--- src/rtl/flash_cmd_pkg.sv ---
package flash_cmd_pkg;

    localparam int ADDR_W = 17;
    localparam int DATA_W = 8;

    localparam logic [ADDR_W-1:0] MAGIC_ADDR_1 = 17'h05555;
    localparam logic [ADDR_W-1:0] MAGIC_ADDR_2 = 17'h02AAA;

    localparam logic [DATA_W-1:0] KEY_FIRST  = 8'hAA;
    localparam logic [DATA_W-1:0] KEY_SECOND = 8'h55;
    localparam logic [DATA_W-1:0] OP_PROGRAM = 8'hA0;
    localparam logic [DATA_W-1:0] OP_ERASE   = 8'h80;
    localparam logic [DATA_W-1:0] OP_CHIP    = 8'h10;
    localparam logic [DATA_W-1:0] OP_SECTOR  = 8'h30;

    typedef enum logic [3:0] {
        ST_READ,
        ST_UNLK_A,
        ST_UNLK_B,
        ST_PRG_WAIT,
        ST_ERS_ARM,
        ST_ERS_UNLK_A,
        ST_ERS_UNLK_B,
        ST_BUSY_PRG,
        ST_BUSY_ERS
    } fsm_state_e;

endpackage

--- src/rtl/flash_wr_detect.sv ---
module flash_wr_detect (
    input  logic clk,
    input  logic rst_n,
    input  logic ce_n,
    input  logic we_n,
    output logic wr_pulse
);

    logic armed;
    logic both_low;
    logic both_high;

    assign both_low  = !ce_n && !we_n;
    assign both_high = ce_n && we_n;
    assign wr_pulse  = armed && both_high;

    always_ff @(posedge clk or negedge rst_n) begin
        if (!rst_n) begin
            armed <= 1'b0;
        end else if (both_low) begin
            armed <= 1'b1;
        end else if (wr_pulse) begin
            armed <= 1'b0;
        end
    end

    // a write cycle yields exactly one capture strobe
    assert_single_pulse_R3: assert property (@(posedge clk) disable iff (!rst_n)
        wr_pulse |=> !wr_pulse);

endmodule

--- src/rtl/flash_cmd_fsm.sv ---
module flash_cmd_fsm
    import flash_cmd_pkg::*;
#(
    parameter int PROG_CYC   = 24,
    parameter int SERASE_CYC = 40,
    parameter int CERASE_CYC = 64,
    parameter int SECT_W     = 3
) (
    input  logic              clk,
    input  logic              rst_n,
    input  logic              wr_pulse,
    input  logic [ADDR_W-1:0] wr_addr,
    input  logic [DATA_W-1:0] wr_data,
    output logic              busy_prg,
    output logic              busy_ers,
    output logic              commit_prg,
    output logic              commit_ers,
    output logic              ers_chip,
    output logic [SECT_W-1:0] ers_sect,
    output logic [ADDR_W-1:0] prg_addr,
    output logic [DATA_W-1:0] prg_data
);

    localparam int MAX_A   = (PROG_CYC > SERASE_CYC) ? PROG_CYC : SERASE_CYC;
    localparam int MAX_CYC = (MAX_A > CERASE_CYC) ? MAX_A : CERASE_CYC;
    localparam int CNT_W   = $clog2(MAX_CYC + 1);

    fsm_state_e       state;
    fsm_state_e       nxt;
    logic [CNT_W-1:0] cnt;
    logic             hit_m1;
    logic             hit_m2;
    logic             start_prg;
    logic             start_chip;
    logic             start_sect;

    assign hit_m1     = (wr_addr == MAGIC_ADDR_1);
    assign hit_m2     = (wr_addr == MAGIC_ADDR_2);
    assign start_prg  = (state == ST_PRG_WAIT) && wr_pulse;
    assign start_chip = (state == ST_ERS_UNLK_B) && wr_pulse && hit_m1 && (wr_data == OP_CHIP);
    assign start_sect = (state == ST_ERS_UNLK_B) && wr_pulse && (wr_data == OP_SECTOR);

    always_ff @(posedge clk or negedge rst_n) begin
        if (!rst_n) begin
            state <= ST_READ;
        end else begin
            state <= nxt;
        end
    end

    always_comb begin
        nxt = state;
        unique case (state)
            ST_READ: begin
                if (wr_pulse) nxt = (hit_m1 && wr_data == KEY_FIRST) ? ST_UNLK_A : ST_READ;
            end
            ST_UNLK_A: begin
                if (wr_pulse) nxt = (hit_m2 && wr_data == KEY_SECOND) ? ST_UNLK_B : ST_READ;
            end
            ST_UNLK_B: begin
                if (wr_pulse) begin
                    if (hit_m1 && wr_data == OP_PROGRAM)    nxt = ST_PRG_WAIT;
                    else if (hit_m1 && wr_data == OP_ERASE) nxt = ST_ERS_ARM;
                    else                                    nxt = ST_READ;
                end
            end
            ST_PRG_WAIT: begin
                if (start_prg) nxt = ST_BUSY_PRG;
            end
            ST_ERS_ARM: begin
                if (wr_pulse) nxt = (hit_m1 && wr_data == KEY_FIRST) ? ST_ERS_UNLK_A : ST_READ;
            end
            ST_ERS_UNLK_A: begin
                if (wr_pulse) nxt = (hit_m2 && wr_data == KEY_SECOND) ? ST_ERS_UNLK_B : ST_READ;
            end
            ST_ERS_UNLK_B: begin
                if (wr_pulse) nxt = (start_chip || start_sect) ? ST_BUSY_ERS : ST_READ;
            end
            ST_BUSY_PRG, ST_BUSY_ERS: begin
                if (cnt == '0) nxt = ST_READ;
            end
            default: nxt = ST_READ;
        endcase
    end

    always_ff @(posedge clk or negedge rst_n) begin
        if (!rst_n) begin
            cnt      <= '0;
            ers_chip <= 1'b0;
            ers_sect <= '0;
            prg_addr <= '0;
            prg_data <= '0;
        end else if (start_prg) begin
            cnt      <= CNT_W'(PROG_CYC - 1);
            prg_addr <= wr_addr;
            prg_data <= wr_data;
        end else if (start_chip) begin
            cnt      <= CNT_W'(CERASE_CYC - 1);
            ers_chip <= 1'b1;
        end else if (start_sect) begin
            cnt      <= CNT_W'(SERASE_CYC - 1);
            ers_chip <= 1'b0;
            ers_sect <= wr_addr[ADDR_W-1 -: SECT_W];
        end else if (cnt != '0) begin
            cnt <= cnt - 1'b1;
        end
    end

    always_comb begin
        busy_prg   = (state == ST_BUSY_PRG);
        busy_ers   = (state == ST_BUSY_ERS);
        commit_prg = busy_prg && (cnt == '0);
        commit_ers = busy_ers && (cnt == '0);
    end

    // a running operation keeps its state until the timer expires
    assert_busy_hold_R11: assert property (@(posedge clk) disable iff (!rst_n)
        ((state == ST_BUSY_PRG || state == ST_BUSY_ERS) && cnt != '0) |=> state == $past(state));

    // program can only begin from the data-wait step with a write
    assert_prg_entry_R4: assert property (@(posedge clk) disable iff (!rst_n)
        $rose(state == ST_BUSY_PRG) |-> $past(state == ST_PRG_WAIT && wr_pulse));

    // erase can only begin after the second unlock pair
    assert_ers_entry_R7: assert property (@(posedge clk) disable iff (!rst_n)
        $rose(state == ST_BUSY_ERS) |-> $past(state == ST_ERS_UNLK_B));

endmodule

--- src/rtl/flash_cell_array.sv ---
module flash_cell_array
    import flash_cmd_pkg::*;
#(
    parameter int SECT_W = 3,
    parameter int OFFS_W = 3
) (
    input  logic              clk,
    input  logic              rst_n,
    input  logic [SECT_W-1:0] rd_sect,
    input  logic [OFFS_W-1:0] rd_offs,
    output logic [DATA_W-1:0] rd_byte,
    input  logic              prg_we,
    input  logic [SECT_W-1:0] prg_sect,
    input  logic [OFFS_W-1:0] prg_offs,
    input  logic [DATA_W-1:0] prg_byte,
    input  logic              ers_we,
    input  logic              ers_chip,
    input  logic [SECT_W-1:0] ers_sect
);

    localparam int NSECT = 1 << SECT_W;
    localparam int NBYTE = 1 << OFFS_W;

    logic [DATA_W-1:0] sect_rd [NSECT];

    for (genvar s = 0; s < NSECT; s++) begin : g_sect
        logic [DATA_W-1:0] cells [NBYTE];
        logic              hit_prg;
        logic              hit_ers;

        assign hit_prg = prg_we && (prg_sect == SECT_W'(s));
        assign hit_ers = ers_we && (ers_chip || ers_sect == SECT_W'(s));

        always_ff @(posedge clk or negedge rst_n) begin
            if (!rst_n) begin
                for (int i = 0; i < NBYTE; i++) cells[i] <= '1;
            end else if (hit_ers) begin
                for (int i = 0; i < NBYTE; i++) cells[i] <= '1;
            end else if (hit_prg) begin
                cells[prg_offs] <= cells[prg_offs] & prg_byte;
            end
        end

        assign sect_rd[s] = cells[rd_offs];

        // programming never raises a bit that the written byte had low
        assert_and_only_R4: assert property (@(posedge clk) disable iff (!rst_n)
            hit_prg |=> (cells[$past(prg_offs)] & ~$past(prg_byte)) == '0);
    end

    assign rd_byte = sect_rd[rd_sect];

    // program and erase updates never coincide
    assert_one_op_R7: assert property (@(posedge clk) disable iff (!rst_n)
        !(prg_we && ers_we));

endmodule

--- src/rtl/flash_cmd_decoder.sv ---
module flash_cmd_decoder
    import flash_cmd_pkg::*;
#(
    parameter int PROG_CYC   = 24,
    parameter int SERASE_CYC = 40,
    parameter int CERASE_CYC = 64,
    parameter int OFFS_W     = 3
) (
    input  logic              clk,
    input  logic              rst_n,
    input  logic              ce_n,
    input  logic              we_n,
    input  logic              oe_n,
    input  logic [ADDR_W-1:0] addr,
    input  logic [DATA_W-1:0] dq_in,
    output logic [DATA_W-1:0] dq_out,
    output logic              dq_oe
);

    localparam int SECT_W = 3;

    logic              wr_pulse;
    logic              busy_prg;
    logic              busy_ers;
    logic              commit_prg;
    logic              commit_ers;
    logic              ers_chip;
    logic [SECT_W-1:0] ers_sect;
    logic [ADDR_W-1:0] prg_addr;
    logic [DATA_W-1:0] prg_data;
    logic [DATA_W-1:0] arr_byte;
    logic [SECT_W-1:0] rd_sect;
    logic              rd_act;
    logic              ers_hit;
    logic [DATA_W-1:0] rd_val;

    flash_wr_detect u_wr (
        .clk      (clk),
        .rst_n    (rst_n),
        .ce_n     (ce_n),
        .we_n     (we_n),
        .wr_pulse (wr_pulse)
    );

    flash_cmd_fsm #(
        .PROG_CYC   (PROG_CYC),
        .SERASE_CYC (SERASE_CYC),
        .CERASE_CYC (CERASE_CYC),
        .SECT_W     (SECT_W)
    ) u_fsm (
        .clk        (clk),
        .rst_n      (rst_n),
        .wr_pulse   (wr_pulse),
        .wr_addr    (addr),
        .wr_data    (dq_in),
        .busy_prg   (busy_prg),
        .busy_ers   (busy_ers),
        .commit_prg (commit_prg),
        .commit_ers (commit_ers),
        .ers_chip   (ers_chip),
        .ers_sect   (ers_sect),
        .prg_addr   (prg_addr),
        .prg_data   (prg_data)
    );

    flash_cell_array #(
        .SECT_W (SECT_W),
        .OFFS_W (OFFS_W)
    ) u_arr (
        .clk      (clk),
        .rst_n    (rst_n),
        .rd_sect  (rd_sect),
        .rd_offs  (addr[OFFS_W-1:0]),
        .rd_byte  (arr_byte),
        .prg_we   (commit_prg),
        .prg_sect (prg_addr[ADDR_W-1 -: SECT_W]),
        .prg_offs (prg_addr[OFFS_W-1:0]),
        .prg_byte (prg_data),
        .ers_we   (commit_ers),
        .ers_chip (ers_chip),
        .ers_sect (ers_sect)
    );

    assign rd_sect = addr[ADDR_W-1 -: SECT_W];
    assign rd_act  = !ce_n && !oe_n && we_n;
    assign ers_hit = busy_ers && (ers_chip || ers_sect == rd_sect);

    always_comb begin
        if (busy_prg) begin
            rd_val = {~prg_data[DATA_W-1], {(DATA_W-1){1'b0}}};
        end else if (ers_hit) begin
            rd_val = '0;
        end else begin
            rd_val = arr_byte;
        end
    end

    always_ff @(posedge clk or negedge rst_n) begin
        if (!rst_n) begin
            dq_out <= '0;
            dq_oe  <= 1'b0;
        end else begin
            dq_out <= rd_act ? rd_val : '0;
            dq_oe  <= rd_act;
        end
    end

    // an idle output carries no data
    assert_quiet_bus_R2: assert property (@(posedge clk) disable iff (!rst_n)
        !dq_oe |-> dq_out == '0);

    // polling reads during program expose only bit 7
    assert_poll_low_R5: assert property (@(posedge clk) disable iff (!rst_n)
        (busy_prg && rd_act) |=> dq_out[DATA_W-2:0] == '0);

    // reads of an erase target show bit 7 low
    assert_ers_poll_R9: assert property (@(posedge clk) disable iff (!rst_n)
        (ers_hit && rd_act) |=> !dq_out[DATA_W-1]);

endmodule

--- config.mk ---
export PLATFORM = sky130hd
export DESIGN_NAME = flash_cmd_decoder
export DESIGN_NICKNAME = d
export VERILOG_FILES = /design/src/rtl/flash_cmd_pkg.sv /design/src/rtl/flash_wr_detect.sv /design/src/rtl/flash_cmd_fsm.sv /design/src/rtl/flash_cell_array.sv /design/src/rtl/flash_cmd_decoder.sv
export SDC_FILE = /design/constraint.sdc
export NUM_CORES = 1
export LEC_CHECK = 0
export BUFFER_PORTS_ARGS = -buffer_cell sky130_fd_sc_hd__buf_4
export CAP_MARGIN = 20
export CORE_MARGIN = 2
export CORE_UTILIZATION = 50
export CTS_CLUSTER_DIAMETER = 80
export CTS_CLUSTER_SIZE = 24
export DETAILED_ROUTE_END_ITERATION = 16
export PLACE_DENSITY = 0.66
export SYNTH_ARGS = -nofsm -noshare
export SYNTH_HDL_FRONTEND = slang
export SYNTH_SLANG_ARGS = --single-unit
--- constraint.sdc ---
create_clock -name clk -period 7 [get_ports clk]
set_input_delay 0.7 -clock clk [delete_from_list [all_inputs] [get_ports clk]]
set_output_delay 0.7 -clock clk [all_outputs]
set_load 0.01 [all_outputs]
# After elaboration in Yosys (flattened, before gate mapping)

Cells that the tools add are included.

RAM bits: 0
Register bits after elaboration: 562
Memory bits (read-only): 0
Logic and storage cells: 302
Bits of input ports: 30
Bits in latches: 0
Memories: 0

Muxes and demuxes: 104
$lt $le $gt $ge: 4
Div/mod/pow operators: 0
Add/sub/neg operators: 1
$mul: 0
Reductions and logical operators: 67
Shifts and indexed selects: 0
Eq/ne operators: 39
Bitwise gates (word level): 14

Operators with widths:

| kind                                                     | count |
|---|---|
| 2-to-1 mux 64 bit                                        | 16 |
| bitwise mux 64 bit                                       | 8 |
| binary-select mux 8 bit (select 3 bit)                   | 17 |
| 2-to-1 mux 8 bit                                         | 38 |
| AND 8 bit                                                | 8 |
| 2-to-1 mux 4 bit                                         | 10 |
| logical AND 1 bit                                        | 34 |
| one-hot mux 4 bit (8 select lines)                       | 1 |
| 2-to-1 mux 7 bit                                         | 4 |
| demux 8 bit (select 3 bit)                               | 1 |
| equality test 3 bit, second input constant               | 8 |
| equality test 8 bit, second input constant               | 3 |
| nonzero test 2 bit                                       | 10 |
| equality test 17 x 14 -> 1 bit, second input constant    | 1 |
| equality test 17 x 15 -> 1 bit, second input constant    | 1 |
| equality test 4 x 3 -> 1 bit, second input constant      | 4 |
| inequality test 2 x 1 -> 1 bit, second input constant    | 8 |
| equality test 3 x 2 -> 1 bit, second input constant      | 4 |
| greater-or-equal comparator 4 bit, second input constant | 3 |
| NOT 3 -> 4 bit                                           | 3 |
| logical OR 1 bit                                         | 10 |
| 2-to-1 mux 3 bit                                         | 3 |
| equality test 4 x 2 -> 1 bit, second input constant      | 2 |
| equality test 8 x 5 -> 1 bit, second input constant      | 1 |
| other kinds (21)                                         | 31 |

# Longest topological paths before layout

Depth after elaboration: 10
Depth in mapped cells: 11
Mapped depth without buffers: 7

# By module

Synthesis repeated with hierarchy kept, for this count alone.

Cell total of the unflattened synthesis: 2745
Area, all modules: 28772.6 µm²

Modules (own cells, without submodules):

| module            | times used | seq. area each (µm²) | area an instance (µm²) | cells each |
|---|---|---|---|---|
| flash_cell_array  | 1          | 13452.9              | 26372.8                | 2544 |
| flash_cmd_fsm     | 1          | 1001.0               | 1956.9                 | 167 |
| flash_cmd_decoder | 1          | 225.2                | 391.6                  | 29 |
| flash_wr_detect   | 1          | 25.0                 | 51.3                   | 5 |

# Worst setup path after synthesis

OpenSTA, ideal clock, no wires.

Kind: in2reg
Start point: in addr[0]
End point: reg dq_out[7]
Path buffers: 2
Library setup time: 0.157 ns
Data required time: 6.843 ns
Setup slack: 4.474 ns
Arrival time: 2.370 ns
Stages on the path: 6
Path through: buf_6 buf_6 mux4_2 mux4_2 a2111oi_0 a221oi_1

Longest elaborated chain between the ends: 10
Elaborated cells between the ends (all ways): 31
Classes of those cells: mux (30); bitwise (1)

RTL lines:

| element                                                | line                     | RTL |
|---|---|---|
| from (decl)                                            | flash_cmd_decoder.sv:14  | `input logic [ADDR_W-1:0] addr,` |
| NOT 3 -> 4 bit (implied by the code) *                 | flash_cell_array.sv:44   | `assign sect_rd[s] = cells[rd_offs];` |
| binary-select mux 8 bit (select 3 bit)                 | flash_cell_array.sv:44   |  |
| 2-to-1 mux 8 bit (implied by the code) (2 in series)   | flash_cell_array.sv:44   |  |
| binary-select mux 8 bit (select 3 bit) *               | flash_cell_array.sv:51   | `assign rd_byte = sect_rd[rd_sect];` |
| 2-to-1 mux 8 bit (implied by the code) * (2 in series) | flash_cell_array.sv:51   |  |
| 2-to-1 mux 8 bit *                                     | flash_cmd_decoder.sv:91  | `end else if (ers_hit) begin` |
| 2-to-1 mux 8 bit *                                     | flash_cmd_decoder.sv:89  | `if (busy_prg) begin` |
| 2-to-1 mux 8 bit *                                     | flash_cmd_decoder.sv:103 | `dq_out <= rd_act ? rd_val : '0;` |
| to (signal assigned)                                   | flash_cmd_decoder.sv:103 |  |
| to (decl)                                              | flash_cmd_decoder.sv:16  | `output logic [DATA_W-1:0] dq_out,` |

Mark *: on every way between the ends. The rest lies on a longest branch, timed or not. The select of a mux whose other input is x is not followed.
A chain may end at the register's enable or synchronous reset.

# Final worst setup path

Start point: reg u_fsm.cnt[0]
End point: reg u_arr.g_sect[5].cells[25] (netlist bit)

Longest elaborated chain between the ends: 4
Elaborated cells between the ends (all ways): 7
Classes of those cells: mux (1); reduce/logical (6)

RTL lines:

| element                                                        | line                                           | RTL |
|---|---|---|
| from (decl)                                                    | flash_cmd_fsm.sv:30                            | `logic [CNT_W-1:0] cnt;` |
| from (signal assigned)                                         | flash_cmd_fsm.sv:94                            | `cnt <= CNT_W'(PROG_CYC - 1);` |
| from (signal assigned)                                         | flash_cmd_fsm.sv:98                            | `cnt <= CNT_W'(CERASE_CYC - 1);` |
| from (signal assigned)                                         | flash_cmd_fsm.sv:101                           | `cnt <= CNT_W'(SERASE_CYC - 1);` |
| logical NOT 7 bit *                                            | flash_cmd_fsm.sv:112, flash_cmd_fsm.sv:113     |  |
| logical AND 1 bit (on tied branches)                           | flash_cmd_fsm.sv:113, flash_cmd_fsm.sv:112     |  |
| logical AND 1 bit (on tied branches)                           | flash_cell_array.sv:32, flash_cell_array.sv:31 |  |
| 2-to-1 mux 64 bit / nonzero test 2 bit (equally long branches) | -                                              |  |
| to (signal, indexed assignment)                                | flash_cell_array.sv:40                         | `cells[prg_offs] <= cells[prg_offs] & prg_byte;` |
| to (decl)                                                      | flash_cell_array.sv:27                         | `logic [DATA_W-1:0] cells [NBYTE];` |

Mark *: on every way between the ends. The rest lies on a longest branch, timed or not.

==> results.cfg <==
[clock_tree]
clkTransAtPathRegs_ns = 0.09
insertion_delay_ns = 0.59
cts_setup_buffers = 0
cts_root_buf = clkbuf_16
ctsHoldBuffers = 0
tritoncts = built
numCtsBuffers = 35
clock_sinks = 551
clockBufferDepth = 3
ctsResizeCount = 0
h-tree-depth = 2

[sta]
fin_skew_ns = 0.0284
min_period_over_period_pct = 57.9
rsz0062_at_grt = no
setup_viol = 0
tns_ns = 0
fmax_mhz = 247
slew_headroom_pct = 14.1
finalHoldViolCount = 0
tightest_slew_ns = 1.29
final-max-slew-violation-count = 0
hold_ws_ns = 0.292
final.min_clock_period_ns = 4.05

[worst_setup_path]
slowest_stage = nand4_1
required_ns = 7.49
critical-path-max-stage-delay_ns = 0.75
cp_num_cells = 8
cp_max_fo = 36
crit_path_start_kind = flip-flop
crit_type = flip-flop to flip-flop
cpMostUsedCell = buf_4
crit_path_end_kind = flip-flop
path_buf_inv = 3
path_delay_family = simple AND/OR/NAND/NOR gates
crit_chain = inv_1 > ha_1 > or3b_1 > nor4_4 > buf_4 > buf_4 > nand4_1 > o211ai_1
arrival_ns = 4.55
reg2reg_depth = 8

[power_and_ir_drop]
irDropWorstVdd_uv = 138
intPower_uw = 4410
cellLeakagePower_uw = 0.0111
power.share.clock_pct = 40.6
p_sw_share_pct = 23.8
power_frac_seq_pct = 55.4
power_density_nw_per_um2 = 180
switchingPower_uw = 1370
p_comb_share_pct = 4.0

[logic_synthesis]
async_flop_share_pct = 100
synthTopCellsByArea = dfstp_2, o211ai_1, mux4_2, nand2_1, a22oi_1
synth_top_area_share_pct = 43.3
yosysUniqueCellTypes = 71
ys.flop_type = dfstp_2
synth_area_leader_cell = dfstp_2
synth_seq_area_share_pct = 46.4
synth.avg_cell_area_um2 = 11.4
syn_inst = 2725
synth-edff-count = 0
synth-seq-cells = 551
syn-cell-area_um2 = 31100
syn_nets = 2756
yosysWarnings = 0

[route]
dr.pass1.iters = 5
avgRoutedWirePerCell_um = 27.5
drt_iter0_drc = 3074
num_vias = 24100
antenna_left = 0
drc_errors = 0
wl_mm = 94.5
vias_per_cell = 7.00

[global_route]
grt_overflow_total = 0
met2_usage_pct = 45.3
grt_util_met1_pct = 40.2
grt_pass1_vias = 23500
grt_max_degree = 157
met3_usage_pct = 7.18
grt_use_total_pct = 29.4
antenna_found_initial = 2
grt-busiest-layer = met2
grt_pass1_wl_mm = 145

[die]
die_area_um2 = 64200
core_area_um2 = 61600
num_io_pins = 39
fp-row-count = 91
die_w_um = 253
start_util_pct = 50.5
die_height_um = 253

[run]
drv_cap = 0

[placement]
io_buffer_count = 38
place_hpwl_mm = 54.3
place_congestion = 0.838

[finish]
syn_to_final_growth_pct = 3.49
drive_gt1_share_pct = 35.6
fillCellCount = 5186
final_common_cell = nand2_1
nNetsFinal = 2607
mostFrequentLayoutCells = nand2_1, dfstp_2, o211ai_1

[worst_hold_path]
hold_path_class = primary input to async pin

[run_status]
outcome = complete, no violations
[stage by stage]
stage               worst slack (ns)  power, uW  cells  instance area, um^2  utilization, %
detailed placement              3.01       3480   3371                30800            50.1
CTS                             2.98       5820   3432                32000            52.0
finish                          2.95       5780   3440                32200            52.2
floorplan                       4.47       3360   2725                31100               -
global route                    2.69       5950   3437                32200            52.2
global placement                3.07       3480   3371                30800            50.1
[kinds of logic (layout without fill, tap and decap cells)]
| logic type | count (synthesis) | count (layout) | synth area share, % |
|---|---|---|---|
| buf+inv | 275 | 150 | 6.43 |
| simple gates | 839 | 839 | 13.9 |
| xor+xnor | 6 | 6 | 0.169 |
| compound gates | 847 | 847 | 21.3 |
| flops | 551 | 551 | 46.4 |
| other cells | 0 | 3 | 0 |
| mux | 206 | 206 | 11.7 |
| fa+ha+maj | 1 | 1 | 0.0403 |
[worst paths after layout]
check                      slack (ns)                        end                      start
max                              2.95  u_arr.g_sect[5].cells[25]               u_fsm.cnt[0]
min                              0.29                  dq_out[1]                      rst_n
max reg2reg                      2.95  u_arr.g_sect[5].cells[25]               u_fsm.cnt[0]
min reg2reg                      0.51  u_arr.g_sect[7].cells[18]  u_arr.g_sect[7].cells[18]
max in group asynchronous        5.38  u_arr.g_sect[3].cells[22]                      rst_n
min in group clk                 0.32                      dq_oe                       oe_n
[per-layer routing]
layer	routed length, um	part of all wire (%)	vias to the layer above
met2	43600	46	1346
met3	9560	10	211
li1	-	-	10300
met1	38100	40	12200
met5	23	0.024	-
met4	3300	3.5	4
[synthesized netlist by cell type, types with 39 or more instances]
library cell / number
nand2_1: 603
dfrtp_1: 39
clkbuf_1: 56
mux4_2: 124
buf_2: 61
dfstp_2: 512
a22oi_1: 262
buf_6: 98
o211ai_2: 41
nand4_1: 69
mux2i_1: 62
o211ai_1: 473
[worst register-to-register path, delay by kind of cell, from the launching register on]
kind | cells | cell delay, ns
buffers and inverters | 3 | 1.25
adders and majority gates | 1 | 0.18
DFF | 1 | 0.39
and+or+nand+nor | 3 | 1.70
AOI/OAI and AO/OA | 1 | 0.45
[flip-flops by register name, indices dropped and copies added, names as in the netlist]
name	flops
dq_oe	1
dq_out	8
u_arr.g_sect.cells	512
u_fsm.cnt	7
u_fsm.ers_chip	1
u_fsm.ers_sect	3
u_fsm.prg_addr	6
u_fsm.prg_data	8
u_fsm.state	4
u_wr.armed	1
[power by group through the flow]
stage | Combinational, uW | Sequential (uW) | Clock [uW]
3_5_place_dp | 232 | 3250 | 0
3_3_place_gp | 228 | 3250 | 0
5_1_grt | 251 | 3200 | 2500
6_report | 233 | 3200 | 2350
2_1_floorplan | 108 | 3250 | 0
4_1_cts | 232 | 3200 | 2380
[area by class of cell]
type	count	area [um^2]	share of cell area [%]
Sequential cell	551	14400	44.9
Clock buffer	41	971	3.02
Clock inverter	20	241	0.751
Antenna cell	3	7.51	0.0233
Inverter	12	45.0	0.140
Multi-Input combinational cell	1899	14700	45.7
Timing Repair Buffer	77	717	2.23
Tap cell	837	1050	3.26
No activity file was read; power rests on OpenSTA's default activity.
